==> src/rtl/iwm_pkg.sv <==
// Package: shared widths and the register layout of the inbound window mapper.
// Assumes exactly three windows; the offsets are software-visible and fixed.
package iwm_pkg;
    localparam int NUM_WIN = 3;
    localparam int WIN_W   = $clog2(NUM_WIN);
    localparam int ADDR_W  = 64;
    localparam int DATA_W  = 32;
    localparam int REG_AW  = 8;
    localparam logic [ADDR_W-1:0] ATTR_RST = 64'hFFFF_FFFF_0000_0000;
    localparam logic [ADDR_W-1:0] SIZE_MASK = ~64'h7;

    function automatic logic [REG_AW-1:0] attr_lo_off(input int i);
        case (i)
            0:       return 8'h98;
            1:       return 8'hA4;
            default: return 8'hB0;
        endcase
    endfunction

    function automatic logic [REG_AW-1:0] attr_hi_off(input int i);
        case (i)
            0:       return 8'hF8;
            2:       return 8'hFC;
            default: return 8'h00;
        endcase
    endfunction

    function automatic logic [REG_AW-1:0] base_lo_off(input int i);
        case (i)
            0:       return 8'h9C;
            1:       return 8'hA8;
            default: return 8'hB4;
        endcase
    endfunction

    function automatic logic [REG_AW-1:0] base_hi_off(input int i);
        case (i)
            0:       return 8'hA0;
            1:       return 8'hAC;
            default: return 8'hB8;
        endcase
    endfunction

    function automatic bit wide_attr(input int i);
        return i != 1;
    endfunction

    // True when an offset names one of the window registers.
    function automatic bit is_reg_offset(input logic [REG_AW-1:0] a);
        for (int i = 0; i < NUM_WIN; i++) begin
            if (a == attr_lo_off(i) || a == base_lo_off(i) || a == base_hi_off(i))
                return 1'b1;
            if (wide_attr(i) && a == attr_hi_off(i))
                return 1'b1;
        end
        return 1'b0;
    endfunction
endpackage

==> src/rtl/iwm_win_regs.sv <==
// Register storage for one window: attribute word and local base, split into
// 32-bit halves. WIDE_ATTR=0 gives a 32-bit attribute whose upper half is zero.
// Assumes word-aligned byte offsets that are unique across the whole block.
module iwm_win_regs
    import iwm_pkg::*;
#(
    parameter logic [REG_AW-1:0] OFF_ATTR_LO = 8'h98,
    parameter logic [REG_AW-1:0] OFF_ATTR_HI = 8'hF8,
    parameter logic [REG_AW-1:0] OFF_BASE_LO = 8'h9C,
    parameter logic [REG_AW-1:0] OFF_BASE_HI = 8'hA0,
    parameter bit                WIDE_ATTR   = 1'b1
) (
    input  logic              clk,
    input  logic              rst_n,
    input  logic              wr_en,
    input  logic [REG_AW-1:0] wr_addr,
    input  logic [DATA_W-1:0] wr_data,
    input  logic [REG_AW-1:0] rd_addr,
    output logic [DATA_W-1:0] rd_word,
    output logic [ADDR_W-1:0] attr,
    output logic [ADDR_W-1:0] base
);
    logic [DATA_W-1:0] attr_lo_q, attr_hi_q, base_lo_q, base_hi_q;

    // Lower attribute half and both base halves: reset, then replace on write.
    always_ff @(posedge clk) begin
        if (!rst_n) begin
            attr_lo_q <= ATTR_RST[DATA_W-1:0];
            base_lo_q <= '0;
            base_hi_q <= '0;
        end else if (wr_en) begin
            if (wr_addr == OFF_ATTR_LO) attr_lo_q <= wr_data;
            if (wr_addr == OFF_BASE_LO) base_lo_q <= wr_data;
            if (wr_addr == OFF_BASE_HI) base_hi_q <= wr_data;
        end
    end

    generate
        if (WIDE_ATTR) begin : g_wide
            // Upper attribute half: resets to all ones, replaced on write.
            always_ff @(posedge clk) begin
                if (!rst_n)
                    attr_hi_q <= ATTR_RST[ADDR_W-1:DATA_W];
                else if (wr_en && wr_addr == OFF_ATTR_HI)
                    attr_hi_q <= wr_data;
            end
        end else begin : g_narrow
            assign attr_hi_q = '0;
        end
    endgenerate

    assign attr = {attr_hi_q, attr_lo_q};
    assign base = {base_hi_q, base_lo_q};

    // Readback: the addressed half, or zero when no register here matches.
    always_comb begin
        rd_word = '0;
        if (rd_addr == OFF_ATTR_LO)                    rd_word = attr_lo_q;
        else if (WIDE_ATTR && rd_addr == OFF_ATTR_HI)  rd_word = attr_hi_q;
        else if (rd_addr == OFF_BASE_LO)               rd_word = base_lo_q;
        else if (rd_addr == OFF_BASE_HI)               rd_word = base_hi_q;
    end
endmodule

==> src/rtl/iwm_win_match.sv <==
// Size decode and hit test for one window, plus its translated address.
// Assumes the window starts at PCI address zero; purely combinational.
module iwm_win_match
    import iwm_pkg::*;
(
    input  logic [ADDR_W-1:0] attr,
    input  logic [ADDR_W-1:0] base,
    input  logic [ADDR_W-1:0] pci_addr,
    output logic              hit,
    output logic [ADDR_W-1:0] xlat
);
    logic [ADDR_W-1:0] span;

    // Span is the two's complement of the masked attribute; zero means empty.
    always_comb begin
        span = ~(attr & SIZE_MASK) + {{(ADDR_W-1){1'b0}}, 1'b1};
        hit  = attr[0] && (pci_addr < span);
        xlat = base + pci_addr;
    end
endmodule

==> src/rtl/iwm_inbound_map.sv <==
// Top of the inbound window mapper: register port, three windows and a
// lowest-index-first select. A miss passes pci_addr through unchanged.
// Assumes the register port and pci_addr are in the clk domain.
module iwm_inbound_map
    import iwm_pkg::*;
(
    input  logic              clk,
    input  logic              rst_n,
    input  logic              reg_wr_en,
    input  logic [7:0]        reg_wr_addr,
    input  logic [31:0]       reg_wr_data,
    input  logic [7:0]        reg_rd_addr,
    output logic [31:0]       reg_rd_data,
    input  logic [63:0]       pci_addr,
    output logic              xlat_hit,
    output logic [1:0]        xlat_win,
    output logic [63:0]       xlat_addr
);
    logic [DATA_W-1:0] win_rd   [NUM_WIN];
    logic [ADDR_W-1:0] win_attr [NUM_WIN];
    logic [ADDR_W-1:0] win_base [NUM_WIN];
    logic [ADDR_W-1:0] win_xlat [NUM_WIN];
    logic [NUM_WIN-1:0] win_hit;

    generate
        for (genvar i = 0; i < NUM_WIN; i++) begin : g_win
            iwm_win_regs #(
                .OFF_ATTR_LO (attr_lo_off(i)),
                .OFF_ATTR_HI (attr_hi_off(i)),
                .OFF_BASE_LO (base_lo_off(i)),
                .OFF_BASE_HI (base_hi_off(i)),
                .WIDE_ATTR   (wide_attr(i))
            ) u_regs (
                .clk     (clk),
                .rst_n   (rst_n),
                .wr_en   (reg_wr_en),
                .wr_addr (reg_wr_addr),
                .wr_data (reg_wr_data),
                .rd_addr (reg_rd_addr),
                .rd_word (win_rd[i]),
                .attr    (win_attr[i]),
                .base    (win_base[i])
            );

            iwm_win_match u_match (
                .attr     (win_attr[i]),
                .base     (win_base[i]),
                .pci_addr (pci_addr),
                .hit      (win_hit[i]),
                .xlat     (win_xlat[i])
            );
        end
    endgenerate

    // Read mux: offsets are unique, so OR-ing the per-window words is exact.
    always_comb begin
        reg_rd_data = '0;
        for (int i = 0; i < NUM_WIN; i++)
            reg_rd_data = reg_rd_data | win_rd[i];
    end

    // Select: walk from the highest index down so the lowest hit wins.
    always_comb begin
        xlat_hit  = 1'b0;
        xlat_win  = '0;
        xlat_addr = pci_addr;
        for (int i = NUM_WIN - 1; i >= 0; i--) begin
            if (win_hit[i]) begin
                xlat_hit  = 1'b1;
                xlat_win  = WIN_W'(i);
                xlat_addr = win_xlat[i];
            end
        end
    end
endmodule

==> config.mk <==
export PLATFORM = sky130hd
export DESIGN_NAME = iwm_inbound_map
export DESIGN_NICKNAME = d
export VERILOG_FILES = /design/src/rtl/iwm_pkg.sv /design/src/rtl/iwm_win_regs.sv /design/src/rtl/iwm_win_match.sv /design/src/rtl/iwm_inbound_map.sv
export SDC_FILE = /design/constraint.sdc
export NUM_CORES = 2
export LEC_CHECK = 0
export BUFFER_PORTS_ARGS = -buffer_cell sky130_fd_sc_hd__clkbuf_2
export CAP_MARGIN = 10
export CORE_MARGIN = 10
export CORE_UTILIZATION = 50
export DETAILED_ROUTE_END_ITERATION = 6
export HOLD_SLACK_MARGIN = 0.15
export PLACE_DENSITY = 0.7
export SYNTH_ARGS = -nofsm -noshare
export SYNTH_HDL_FRONTEND = slang
export SYNTH_HIERARCHICAL = 1
export SYNTH_SLANG_ARGS = --single-unit
==> constraint.sdc <==
create_clock -name clk -period 5.8 [get_ports clk]
set_clock_uncertainty 0.15 [all_clocks]
set_input_delay 0.58 -clock clk [delete_from_list [all_inputs] [get_ports clk]]
set_output_delay 0.58 -clock clk [all_outputs]
set_load 0.05 [all_outputs]
== After elaboration in Yosys (flattened, before gate mapping) ==
Cells that the tools add are included.

* Bits in registers: 352
* Bits of input ports: 115
* Logic and storage cells: 81

* Add/sub/neg operators: 6
* Magnitude comparators: 3
* Equality and inequality tests: 22
* Multiplexer cells: 20
* Bitwise gates (word level): 5
* Reduce and logical (&&, ||, !) cells: 14

{| class="wikitable"
|+ Operators with widths
! cell !! number
|-
| $mux W32 || 11
|-
| $add A64 B1 Y64 const B || 3
|-
| $add A64 B64 Y64 || 3
|-
| $lt A64 B64 Y1 || 3
|-
| $mux W64 || 3
|-
| $eq A8 B8 Y1 const B || 22
|-
| $not A64 Y64 || 2
|-
| $not A32 Y64 || 1
|-
| $or A32 B32 Y32 || 2
|-
| $reduce_and A2 Y1 || 9
|-
| $mux W2 || 3
|-
| $logic_and A1 B1 Y1 || 5
|-
| $mux W1 || 3
|}

== Depth between registers and ports, before layout ==
* Word-level depth: 7
* Mapped depth: 26

== Hierarchy ==
Netlist, hierarchy kept.

{| class="wikitable"
|+ Modules (own cells, without submodules)
! module !! instances !! cells an instance !! area each (um2)
|-
| iwm_win_match at g_win[1].u_match || 1 || 914 || 6371.1
|-
| iwm_win_match at g_win[2].u_match || 1 || 874 || 6118.4
|-
| iwm_win_match at g_win[0].u_match || 1 || 844 || 6022.0
|-
| iwm_win_regs at g_win[0].u_regs || 1 || 731 || 5731.7
|-
| iwm_win_regs at g_win[2].u_regs || 1 || 665 || 5637.9
|-
| iwm_win_regs at g_win[1].u_regs || 1 || 500 || 4626.9
|-
| iwm_inbound_map || 1 || 305 || 2219.6
|}

== Worst setup path before layout ==
Ideal clock, no wire load.

* Path type: reg-to-output
* Start point: reg g_win[1].u_regs.attr_lo_q[31]
* End point: out xlat_addr[41]
* Data arrival time: 6.348 ns
* Required time: 5.070 ns
* Slack: -1.278 ns
* Cell stages (with the launch flop): 26
* Cells stage by stage: dfxtp_1 -> or4_4 -> or3_4 -> or4_4 -> or3_1 -> buf_2 -> or4_4 -> or3_1 -> buf_6 -> nor2_1 -> xor2_1 -> ha_1 -> a21o_1 -> a21oi_1 -> nor2b_1 -> o21ai_0 -> nand2b_1 -> a21oi_1 -> o22ai_1 -> a211o_1 -> a21oi_1 -> buf_6 -> buf_6 -> buf_2 -> a22oi_1 -> o21ai_0

* Word-level cells in the longest chain between the ends: 6

{| class="wikitable"
|+ Ends and longest elaborated chain
! item !! RTL line !! RTL
|-
| start: declaration || iwm_win_regs.sv:23 || <nowiki>logic [DATA_W-1:0] attr_lo_q, attr_hi_q, base_lo_q, base_hi_q;</nowiki>
|-
| start signal: assignment || iwm_win_regs.sv:28 || <nowiki>attr_lo_q <= ATTR_RST[DATA_W-1:0];</nowiki>
|-
| start signal: assignment || iwm_win_regs.sv:32 || <nowiki>if (wr_addr == OFF_ATTR_LO) attr_lo_q <= wr_data;</nowiki>
|-
| $not A32 Y64 || iwm_win_match.sv:16 || <nowiki>span = ~(attr & SIZE_MASK) + {{(ADDR_W-1){1'b0}}, 1'b1};</nowiki>
|-
| $add A64 B1 Y64 || iwm_win_match.sv:16 ||
|-
| $lt A64 B64 Y1 || iwm_win_match.sv:17 || <nowiki>hit = attr[0] && (pci_addr < span);</nowiki>
|-
| $logic_and A1 B1 Y1 || iwm_win_match.sv:17 ||
|-
| net win_hit[1] || iwm_inbound_map.sv:23 || <nowiki>logic [NUM_WIN-1:0] win_hit;</nowiki>
|-
| $mux W64 (2 in series) || iwm_inbound_map.sv:68 || <nowiki>if (win_hit[i]) begin</nowiki>
|-
| end: declaration || iwm_inbound_map.sv:17 || <nowiki>output logic [63:0] xlat_addr</nowiki>
|}

The timed path passes the listed nets, and every way through them passes these cells.

== Final worst setup path ==
* Start point: reg g_win[2].u_regs.attr_hi_q[12]
* End point: out xlat_addr[0]

* Word-level cells in the longest chain between the ends: 7

{| class="wikitable"
|+ Ends and longest elaborated chain
! item !! RTL line !! RTL
|-
| start: declaration || iwm_win_regs.sv:23 ||
|-
| start signal: assignment || iwm_win_regs.sv:43 || <nowiki>attr_hi_q <= ATTR_RST[ADDR_W-1:DATA_W];</nowiki>
|-
| start signal: assignment || iwm_win_regs.sv:45 || <nowiki>attr_hi_q <= wr_data;</nowiki>
|-
| $not A64 Y64 || iwm_win_match.sv:16 ||
|-
| $add A64 B1 Y64 || iwm_win_match.sv:16 ||
|-
| $lt A64 B64 Y1 || iwm_win_match.sv:17 ||
|-
| $logic_and A1 B1 Y1 || iwm_win_match.sv:17 ||
|-
| net win_hit[2] || iwm_inbound_map.sv:23 ||
|-
| $mux W64 (3 in series) || iwm_inbound_map.sv:68 ||
|}

The timed path passes the listed nets, and every way through them passes these cells.

==> results.yml <==
power:
  power.leakage_uw: 0.0197
  peakVddDrop_mv: 0.280
  p_per_area_mw_per_mm2: 149
global_routing:
  grt_pass1_wl_mm: 266
  grt_pass1_vias: 38100
  antenna_found_initial: 24
  track_usage_pct: 41.9
  grt_max_degree: 149
  grt_overflow: 0
setup_path:
  cp_max_fo: 7
  crit_type: "register to primary output"
  cp_cell_sequence: "or4_4, or4_4, or3_4, nand2b_4, or3_4, or3_4, or3_4, nor3_4, xor2_1, ha_1, nand4_1, nor4_4, nand3_1, a211oi_2, o2111ai_2, o21ai_2, a21oi_4, buf_12, clkbuf_16, mux2_4, mux2i_4, o21ai_4, buf_8"
  critical-path-slowest-cell: "or4_4"
  endpoint_kind: "primary output"
  crit_required_ns: 5.07
  crit_arrival_ns: 6.49
  slowest_delay_ns: 0.53
  crit_path_start_kind: "register"
  cpMostUsedCell: "or3_4"
timing:
  rsz0062_at_grt: "true"
  relSlewSlack_pct: 20.7
  tightestPinTransition_ns: 1.17
  timing.final.crit_share_pct: 124
  worst_hold_slack_ns: 0.218
  report.final.slew_viol_count: 0
  setup_ws_ns: -1.42
  max_freq_mhz: 139
  hold_viol: 0
  min_period_ns: 7.22
  setup_violations: 67
yosys:
  yosys_warnings: 6
  synth_area_leader_cell: "dfxtp_1"
  syn-cell-area_mm2: 0.0367
  synth_edf_count: 0
  syn_area_per_cell_um2: 7.60
  synth-async-reset-ratio_pct: 0
  synthFlopType: "dfxtp_1"
  synth.most_common_cell: "nand2_1"
  ys_seq_elements: 352
  synth_top_area_share_pct: 19.2
  synth_common_cells: "655 x nand2_1, 375 x ha_1, 352 x dfxtp_1"
  yosysUniqueCellTypes: 100
  syn_inst: 4833
  ys_seq_area_share_pct: 19.2
  ys_top_cells_by_area: "dfxtp_1 19%, ha_1 13%, nand2_1 6.7%"
layout:
  design_area_mm2: 0.0448
  final_util_pct: 61.5
  drive_gt1_share_pct: 19.9
  syn2layout_area_growth_pct: 22.0
  stdcell_count: 6176
  nNetsFinal: 5676
place:
  gp_congestion: 1.10
  place_area_mm2: 0.0420
  placed_cells_incl_taps: 6075
  dpl.hpwl_mm: 153
  port-buffer-count: 213
clocking:
  holdBufCountCts: 0
  cts_tree: "built"
  cts-htree-levels: 2
  clock_latency_ns: 0.58
  cts_buffer_depth: 3
  root_buffer: "clkbuf_16"
  cts_made_buffers: 40
  clkTransAtPathRegs_ns: 0.06
  cts.sinks: 352
drt:
  drtIter0Drc: 5054
  drtPass1Iterations: 7
  via_per_inst: 6.68
  dr_total_vias: 41300
  drt_wl_total_mm: 189
  wl_per_cell_um: 30.6
  ant_nets: 0
  drc: 9
die:
  pin_count: 214
  dieArea_mm2: 0.0847
  coreArea_mm2: 0.0728
  fp.dieW_um: 291
  initial_utilization_pct: 50.4
  num_rows: 99
  die_h_um: 291
worst_hold_path:
  hold_class: "input port to register"
status:
  violations: "design-rule violations, negative setup slack"
  status: "finished with violations"
flow_run:
  cap_violations: 0
final timing paths:
kind              slack (ns)                          start                       endpoint  cells past startpoint
setup / recovery       -1.42  g_win[2].u_regs/attr_hi_q[12]                   xlat_addr[0]                     23
hold / removal          0.22                reg_wr_data[15]  g_win[0].u_regs/base_hi_q[15]                      3
setup reg to reg        4.54  g_win[1].u_regs/attr_lo_q[31]  g_win[1].u_regs/attr_lo_q[31]                      3
hold reg to reg         0.32   g_win[1].u_regs/attr_lo_q[1]   g_win[1].u_regs/attr_lo_q[1]                      2
state kept, by name, indices dropped and copies added, names as in the netlist:
register / cells
g_win.u_regs/base_hi_q: 96
g_win.u_regs/attr_hi_q: 64
g_win.u_regs/base_lo_q: 96
g_win.u_regs/attr_lo_q: 96
where the power goes:
part / leakage, µW / total, µW / internal [µW] / switching [µW]
Sequential: 0.00284 / 2430 / 2420 / 5.98
Combinational: 0.0162 / 1480 / 497 / 984
Clock: 0.000688 / 2780 / 1640 / 1150
kinds of logic after synthesis:
group | share of synthesized area, %
xor+xnor | 8.20
buf+inv | 5.77
flops | 19.2
mux | 6.32
compound gates | 24.8
simple gates | 22.7
other cells | 0.0102
fa+ha+maj | 12.9
critical path: cells and delay by family, from the launching register on:
family | cells | cell delay (ns)
simple gates | 11 | 3.38
compound gates | 5 | 0.82
buf+inv | 3 | 0.50
mux | 2 | 0.48
xor+xnor | 1 | 0.09
fa+ha+maj | 1 | 0.29
flops | 1 | 0.32
placed cells by master, fill, tap and decap left out, drive strengths merged, types with 102 or more instances in the layout:
master  count
o21ai     407
xnor2     147
xor2      197
nand2     656
clkbuf    205
buf       465
a21o      191
nand3     206
nor2      334
nand4     105
a21oi     305
mux2i     144
dfxtp     352
ha        375
nor3      102
metal layers:
metal  GRT usage (%)  part of all wire, %  up-vias
met5               0                 0.14        -
met4            23.6                  6.9       34
met3            12.6                   13      650
met2            62.1                   41     2691
met1            53.5                   39    19600
li1                -                    -    18300
through the flow:
stage          total power (µW)  setup slack (ns)  setup TNS (ns)
6_report                   6690             -1.42          -90.56
5_1_grt                    6830             -1.59         -102.88
4_1_cts                    6600             -1.35          -85.90
3_5_place_dp               3830             -1.54          -74.48
3_3_place_gp               3830             -1.49          -70.64
2_1_floorplan              3260            -0.537          -27.20
cell type report:
cell class / count / area (µm²)
multi-input cells: 4094 / 29500
diodes: 4 / 10.0
inverters: 82 / 308
well taps: 959 / 1200
clock buffers: 57 / 1170
clock inverters: 15 / 233
repair buffers: 613 / 5360
fillers: 6478 / 28000
flip-flops and latches: 352 / 7050
timing repair:
action	in CTS	in global routing
endpoints found under the setup margin	67	67
pin swaps	46	33
resized for setup	191	79
cloned	3	2
buffers inserted	18	4
Power figures use the tool's default switching activity.
